## config.mk

```make
export PLATFORM = sky130hd
export DESIGN_NAME = dist_regbank
export DESIGN_NICKNAME = d
export VERILOG_FILES = /design/src/rtl/dist_pkg.sv /design/src/rtl/dist_decode.sv /design/src/rtl/dist_access_mask.sv /design/src/rtl/dist_state.sv /design/src/rtl/dist_regbank.sv
export SDC_FILE = /design/constraint.sdc
export NUM_CORES = 1
export LEC_CHECK = 0
export CORE_MARGIN = 3
export CORE_UTILIZATION = 30
export CTS_CLUSTER_DIAMETER = 40
export DETAILED_ROUTE_END_ITERATION = 10
export GPL_TIMING_DRIVEN = 0
export PLACE_DENSITY = 0.52
export REMOVE_ABC_BUFFERS = 1
export SLEW_MARGIN = 20
export SYNTH_ARGS = -nofsm -noshare
export SYNTH_HDL_FRONTEND = slang
export SYNTH_SLANG_ARGS = --single-unit
export TNS_END_PERCENT = 1
```

## constraint.sdc

```tcl
create_clock -name clk -period 1.85 [get_ports clk]
set_input_delay 0.185 -clock clk [delete_from_list [all_inputs] [get_ports clk]]
set_output_delay 0.185 -clock clk [all_outputs]
set_load 0.02 [all_outputs]
```

## src/rtl/dist_pkg.sv

```systemverilog
package dist_pkg;

    // Which view of the per-interrupt state an address selects
    typedef enum logic [2:0] {
        WIN_GRP  = 3'd0,
        WIN_SEN  = 3'd1,
        WIN_CEN  = 3'd2,
        WIN_SPD  = 3'd3,
        WIN_CPD  = 3'd4,
        WIN_ACT  = 3'd5,
        WIN_CFG  = 3'd6,
        WIN_NONE = 3'd7
    } win_e;

    // Read-response state machine
    typedef enum logic {
        BUS_IDLE = 1'b0,
        BUS_RESP = 1'b1
    } bus_st_e;

    // Low address bits that index a byte inside a window
    localparam int WIN_SHIFT = 4;

    // True when the access must not touch this interrupt's bits
    function automatic logic ns_blocked(logic sec_on, logic secure, logic grp_bit);
        return sec_on && !secure && !grp_bit;
    endfunction

endpackage

```

## src/rtl/dist_decode.sv

```systemverilog
module dist_decode
    import dist_pkg::*;
#(
    parameter int NUM_IRQ = 32,
    parameter int ADDR_W  = 8,
    localparam int IDX_W  = WIN_SHIFT,
    localparam int SEL_W  = ADDR_W - WIN_SHIFT,
    localparam int NB_BIT = NUM_IRQ / 8,
    localparam int NB_CFG = NUM_IRQ / 4
) (
    input  logic [ADDR_W-1:0] addr,
    output win_e              win,
    output logic [IDX_W-1:0]  idx,
    output logic              hit
);

    logic [SEL_W-1:0] sel;

    assign sel = addr[ADDR_W-1:IDX_W];
    assign idx = addr[IDX_W-1:0];

    always_comb begin
        case (int'(sel))
            0:       win = WIN_GRP;
            1:       win = WIN_SEN;
            2:       win = WIN_CEN;
            3:       win = WIN_SPD;
            4:       win = WIN_CPD;
            5:       win = WIN_ACT;
            6:       win = WIN_CFG;
            default: win = WIN_NONE;
        endcase
    end

    always_comb begin
        unique case (win)
            WIN_NONE: hit = 1'b0;
            WIN_CFG:  hit = int'(idx) < NB_CFG;
            default:  hit = int'(idx) < NB_BIT;
        endcase
    end

endmodule

```

## src/rtl/dist_access_mask.sv

```systemverilog
module dist_access_mask
    import dist_pkg::*;
#(
    parameter int NUM_IRQ = 32,
    parameter int SEC_EXT = 1,
    localparam int IDX_W  = WIN_SHIFT,
    localparam int NB_BIT = NUM_IRQ / 8,
    localparam int NB_CFG = NUM_IRQ / 4
) (
    input  logic [NUM_IRQ-1:0] grp,
    input  win_e               win,
    input  logic [IDX_W-1:0]   idx,
    input  logic               secure,
    output logic [7:0]         acc
);

    localparam logic SEC_ON = (SEC_EXT != 0);

    logic blk;

    always_comb begin
        acc = '0;
        blk = 1'b0;
        unique case (win)
            WIN_GRP: begin
                // group bits are never protected by themselves: whole byte or nothing
                acc = ns_blocked(SEC_ON, secure, 1'b0) ? 8'h00 : 8'hFF;
            end
            WIN_CFG: begin
                for (int b = 0; b < NB_CFG; b++) begin
                    if (int'(idx) == b) begin
                        for (int i = 0; i < 4; i++) begin
                            blk          = ns_blocked(SEC_ON, secure, grp[b*4+i]);
                            acc[2*i]     = !blk;
                            acc[2*i+1]   = !blk;
                        end
                    end
                end
            end
            WIN_NONE: acc = '0;
            default: begin
                for (int b = 0; b < NB_BIT; b++) begin
                    if (int'(idx) == b) begin
                        for (int i = 0; i < 8; i++) begin
                            acc[i] = !ns_blocked(SEC_ON, secure, grp[b*8+i]);
                        end
                    end
                end
            end
        endcase
    end

endmodule

```

## src/rtl/dist_state.sv

```systemverilog
module dist_state
    import dist_pkg::*;
#(
    parameter int NUM_IRQ = 32,
    parameter int NUM_SGI = 16,
    localparam int IDX_W  = WIN_SHIFT,
    localparam int NB_BIT = NUM_IRQ / 8,
    localparam int NB_CFG = NUM_IRQ / 4
) (
    input  logic                 clk,
    input  logic                 rst_n,
    input  logic                 we,
    input  win_e                 win,
    input  logic [IDX_W-1:0]     idx,
    input  logic [7:0]           wdata,
    input  logic [7:0]           acc,
    output logic [NUM_IRQ-1:0]   grp,
    output logic [NUM_IRQ-1:0]   en,
    output logic [NUM_IRQ-1:0]   pend,
    output logic [NUM_IRQ-1:0]   act,
    output logic [2*NUM_IRQ-1:0] cfg
);

    logic [NUM_IRQ-1:0]   grp_q,  grp_d;
    logic [NUM_IRQ-1:0]   en_q,   en_d;
    logic [NUM_IRQ-1:0]   pend_q, pend_d;
    logic [NUM_IRQ-1:0]   act_q,  act_d;
    logic [2*NUM_IRQ-1:0] cfg_q,  cfg_d;
    logic [7:0]           wd;

    always_comb begin
        grp_d  = grp_q;
        en_d   = en_q;
        pend_d = pend_q;
        act_d  = act_q;
        cfg_d  = cfg_q;
        wd     = wdata;
        if (we) begin
            unique case (win)
                WIN_GRP: begin
                    for (int b = 0; b < NB_BIT; b++)
                        if (int'(idx) == b)
                            for (int i = 0; i < 8; i++)
                                if (acc[i]) grp_d[b*8+i] = wdata[i];
                end
                WIN_SEN: begin
                    for (int b = 0; b < NB_BIT; b++)
                        if (int'(idx) == b)
                            for (int i = 0; i < 8; i++)
                                if (acc[i] && wdata[i]) en_d[b*8+i] = 1'b1;
                end
                WIN_CEN: begin
                    for (int b = 0; b < NB_BIT; b++)
                        if (int'(idx) == b)
                            for (int i = 0; i < 8; i++)
                                if (acc[i] && wdata[i]) en_d[b*8+i] = 1'b0;
                end
                WIN_SPD: begin
                    for (int b = 0; b < NB_BIT; b++)
                        if (int'(idx) == b)
                            for (int i = 0; i < 8; i++)
                                if (acc[i] && wdata[i]) pend_d[b*8+i] = 1'b1;
                end
                WIN_CPD: begin
                    for (int b = 0; b < NB_BIT; b++)
                        if (int'(idx) == b)
                            for (int i = 0; i < 8; i++)
                                if (acc[i] && wdata[i]) pend_d[b*8+i] = 1'b0;
                end
                WIN_ACT: begin
                    for (int b = 0; b < NB_BIT; b++)
                        if (int'(idx) == b)
                            for (int i = 0; i < 8; i++)
                                if (acc[i]) act_d[b*8+i] = wdata[i];
                end
                WIN_CFG: begin
                    for (int b = 0; b < NB_CFG; b++) begin
                        if (int'(idx) == b) begin
                            // software-generated range: edge flags always set
                            wd = (b*4 < NUM_SGI) ? (wdata | 8'hAA) : wdata;
                            for (int i = 0; i < 8; i++)
                                if (acc[i]) cfg_d[b*8+i] = wd[i];
                        end
                    end
                end
                default: ;
            endcase
        end
    end

    always_ff @(posedge clk) begin
        if (!rst_n) begin
            grp_q  <= '0;
            en_q   <= '0;
            pend_q <= '0;
            act_q  <= '0;
            cfg_q  <= '0;
        end else begin
            grp_q  <= grp_d;
            en_q   <= en_d;
            pend_q <= pend_d;
            act_q  <= act_d;
            cfg_q  <= cfg_d;
        end
    end

    assign grp  = grp_q;
    assign en   = en_q;
    assign pend = pend_q;
    assign act  = act_q;
    assign cfg  = cfg_q;

endmodule

```

## src/rtl/dist_regbank.sv

```systemverilog
module dist_regbank
    import dist_pkg::*;
#(
    parameter int NUM_IRQ = 32,
    parameter int NUM_SGI = 16,
    parameter int ADDR_W  = 8,
    parameter int SEC_EXT = 1
) (
    input  logic              clk,
    input  logic              rst_n,
    input  logic              wr_en,
    input  logic              rd_en,
    input  logic [ADDR_W-1:0] addr,
    input  logic [7:0]        wdata,
    input  logic              secure,
    output logic [7:0]        rdata,
    output logic              rd_valid
);

    localparam int IDX_W  = WIN_SHIFT;
    localparam int NB_BIT = NUM_IRQ / 8;
    localparam int NB_CFG = NUM_IRQ / 4;

    win_e                 win;
    logic [IDX_W-1:0]     idx;
    logic                 hit;
    logic [7:0]           acc;
    logic [NUM_IRQ-1:0]   grp_v, en_v, pend_v, act_v;
    logic [2*NUM_IRQ-1:0] cfg_v;
    logic [7:0]           raw;
    logic [7:0]           rd_byte;
    bus_st_e              state_q, state_d;
    logic [7:0]           rdata_q;

    dist_decode #(
        .NUM_IRQ (NUM_IRQ),
        .ADDR_W  (ADDR_W)
    ) u_decode (
        .addr (addr),
        .win  (win),
        .idx  (idx),
        .hit  (hit)
    );

    dist_access_mask #(
        .NUM_IRQ (NUM_IRQ),
        .SEC_EXT (SEC_EXT)
    ) u_mask (
        .grp    (grp_v),
        .win    (win),
        .idx    (idx),
        .secure (secure),
        .acc    (acc)
    );

    dist_state #(
        .NUM_IRQ (NUM_IRQ),
        .NUM_SGI (NUM_SGI)
    ) u_state (
        .clk   (clk),
        .rst_n (rst_n),
        .we    (wr_en && hit),
        .win   (win),
        .idx   (idx),
        .wdata (wdata),
        .acc   (acc),
        .grp   (grp_v),
        .en    (en_v),
        .pend  (pend_v),
        .act   (act_v),
        .cfg   (cfg_v)
    );

    // Byte selected by the address, before per-bit filtering
    always_comb begin
        raw = '0;
        unique case (win)
            WIN_GRP: begin
                for (int b = 0; b < NB_BIT; b++)
                    if (int'(idx) == b) raw = grp_v[b*8 +: 8];
            end
            WIN_SEN, WIN_CEN: begin
                for (int b = 0; b < NB_BIT; b++)
                    if (int'(idx) == b) raw = en_v[b*8 +: 8];
            end
            WIN_SPD, WIN_CPD: begin
                for (int b = 0; b < NB_BIT; b++)
                    if (int'(idx) == b) raw = pend_v[b*8 +: 8];
            end
            WIN_ACT: begin
                for (int b = 0; b < NB_BIT; b++)
                    if (int'(idx) == b) raw = act_v[b*8 +: 8];
            end
            WIN_CFG: begin
                for (int b = 0; b < NB_CFG; b++)
                    if (int'(idx) == b) raw = cfg_v[b*8 +: 8];
            end
            default: raw = '0;
        endcase
    end

    assign rd_byte = hit ? (raw & acc) : 8'h00;

    // State register
    always_ff @(posedge clk) begin
        if (!rst_n) state_q <= BUS_IDLE;
        else        state_q <= state_d;
    end

    // Next-state logic
    always_comb begin
        unique case (state_q)
            BUS_IDLE: state_d = rd_en ? BUS_RESP : BUS_IDLE;
            BUS_RESP: state_d = rd_en ? BUS_RESP : BUS_IDLE;
            default:  state_d = BUS_IDLE;
        endcase
    end

    // Outputs
    always_ff @(posedge clk) begin
        if (!rst_n)     rdata_q <= '0;
        else if (rd_en) rdata_q <= rd_byte;
        else            rdata_q <= '0;
    end

    assign rdata    = rdata_q;
    assign rd_valid = (state_q == BUS_RESP);

endmodule

```

==> results.cfg <==
[timing]
worst_pin_slew_ps = 990.1
whs_ps = 170.4
fmax_mhz = 496.0
worst_slack_ps = -166.1
finalCriticalPeriod_ps = 2016
grt_setup_unrepaired = true
hold_violations = 0
relSlewSlack = 0.3370
skew_ps = 19.18
setup_viol = 92
finalMaxSlewViolations = 0
fin_crit_sh = 1.090

[synth]
syn_inst = 1195
ys_seq_elements = 201
yosysMostFrequentCell = nand2_1
synth_area_per_cell_sq_um = 9.038
async_reset_ff_frac = 0
ys_seq_area_frac = 0.3726
syn_area_sq_um = 10800
ys.flop_type = dfxtp_1
synth_top_area_cell = dfxtp_1
synth_top_area_frac = 0.3726
synth_area_leaders = dfxtp_1 37%, mux4_2 9.0%, mux2i_1 8.4%
ys_types = 87
synth_edf_count = 0
synth-warning-count = 0
synth_common_cells = 228 x nand2_1, 201 x dfxtp_1, 91 x mux2i_1, 76 x nor2_1, 63 x nand3_1

[cts]
worstSkewPairLatency_ps = 500
root_buffer = clkbuf_16
tritoncts = built
cts-htree-levels = 2
cts_made_buffers = 34
cts_buffer_depth = 3
clk_pin_slew_ps = 60
cts.sinks = 201

[worst_setup_path]
crit_buf_inv = 1
required_ps = 2240
slowest_stage = o211ai_4
startpoint_type = input port
critical_path_class = input port to flip-flop
cp_top_family = compound AO/OA/AOI/OAI gates
crit_path_end_kind = flip-flop
crit_fanout = 19
cpPeakStageDelay_ps = 580
worstPathCellList = clkdlybuf4s15_2 -> nor3_4 -> o21ai_1 -> o211ai_4 -> and3_4 -> a21oi_1 -> o21a_1
cp_data_arrival_time_ps = 2400

[placement]
numPortBuffers = 29
dp_slack_ps = -1934
post-place-cells = 1580
place.gp.congestion = 0.8301
dp.final_hpwl_um = 21710
place_area_sq_um = 11260

[global_routing]
grt_usage = 0.1753
grt_pass1_wl_um = 53470
grt_pass1_vias = 9090
grt_max_degree = 116
gr-total-overflow = 0
grt_antenna_before_repair = 0

[pwr]
p_leak_nw = 4.881
max-vdd-ir-drop_v = 0.0007148
p_per_area_nw_per_um2 = 917.1

[floorplan]
num_rows = 68
core-area_sq_um = 35050
io_pins = 30
fp.dieH_um = 195.7
die_area_sq_um = 38310
initial_core_util = 0.3081
die_width_um = 195.7

[layout]
finalInstanceArea_sq_um = 13280
layout.cells.non_filler = 1678
layout.nets = 1219
drive_gt1_frac = 0.2093
areaGrowthSynthToFinish_pct = 23.00
diodes = 0
finish.utilization = 0.3790

[run_status]
violations = negative setup slack
outcome = finished, violations left

[detailed_routing]
drtIter0Drc = 875
wl_per_cell_um = 20.36
route.vias.total = 9315
vias_per_cell = 5.551
dr.pass1.iters = 5
drt-total-wl_um = 34160
detail-route-antenna-nets = 0
drc = 0

[run]
cap_violations = 0

[hold_path]
hold_path_class = input port to flip-flop
## path summary, 6_finish.rpt
check	start	endpoint	slack, ps	cells after the start
setup / recovery	addr[3]	u_state.pend[2]	-170	7
hold / removal	rst_n	u_state.en[25]	170	3
setup reg to reg	u_state.grp[0]	rdata[0]	-90	6
hold reg to reg	u_state.cfg[34]	u_state.cfg[34]	460	2
## metal layers
layer | global-route usage | up-vias | wire length [um]
met3 | 0.03572 | 67 | 2428
li1 | - | 4365 | -
met2 | 0.2777 | 335 | 15550
met5 | 0 | - | 0
met4 | 0.05440 | 0 | 994
met1 | 0.2412 | 4548 | 15190
## sequential cells by signal, summed over array words and instances (netlist names)
register      flops
u_state.en       32
rdata             8
u_state.grp      32
u_state.cfg      64
u_state.act      32
u_state.pend     32
rd_valid          1
## tightest hold or removal path: stages
cell and delay (ps):
buf_8 250, nand2_1 140, nor2_1 40
## layout make-up
class	count	area [sq um]
Clock buffer	38	939.7
Timing Repair Buffer	73	827.0
Sequential cell	201	4025
Multi-Input combinational cell	884	6581
Tap cell	455	569.3
Fill cell	3517	21770
Inverter	4	15.01
Clock inverter	23	326.6
## power by group
group,switching [mW],internal [mW]
registers,0.000592,4.33
logic,0.654,0.267
clock network,2.27,4.66
## cells by family after synthesis
family | count (synthesis) | synth area share
xor+xnor | 1 | 0.0008111
compound gates | 232 | 0.1481
flops | 201 | 0.3726
fa+ha+maj | 1 | 0.0009268
buf+inv | 111 | 0.05259
simple gates | 506 | 0.2417
mux | 143 | 0.1834
## placed cells by master (no fill, tap or decap), types with 10 or more instances in the layout
master	Yosys	layout
a21oi_1	21	18
nand2_2	7	12
mux2i_1	91	91
o21ai_1	16	18
buf_4	9	28
buf_12	0	10
nand4_1	29	29
a31oi_1	36	36
clkbuf_16	0	37
o21a_1	17	17
mux4_2	43	43
nor2b_1	19	18
clkdlybuf4s50_1	0	19
a21boi_0	26	26
nand3_1	63	62
nor2_1	76	73
dfxtp_1	201	200
nor3_4	2	11
o21ai_0	48	44
nand2_1	228	220
## what timing repair did
item | in CTS | in global routing
setup endpoints to repair | 200 | 193
setup buffers | 32 | 3
hold buffers | 0 | 0
gates resized for setup | 74 | 25
gates cloned | 2 | 0
pin swaps | 24 | 8
## per-stage QoR
stage / total power [mW] / TNS [ps]
floorplan: 4.775 / -28120
global placement: 5.251 / -1122510
detailed placement: 5.222 / -324860
CTS: 12.29 / -17230
global route: 12.55 / -16530
finish: 12.18 / -4802
Power figures use the tool's default switching activity.
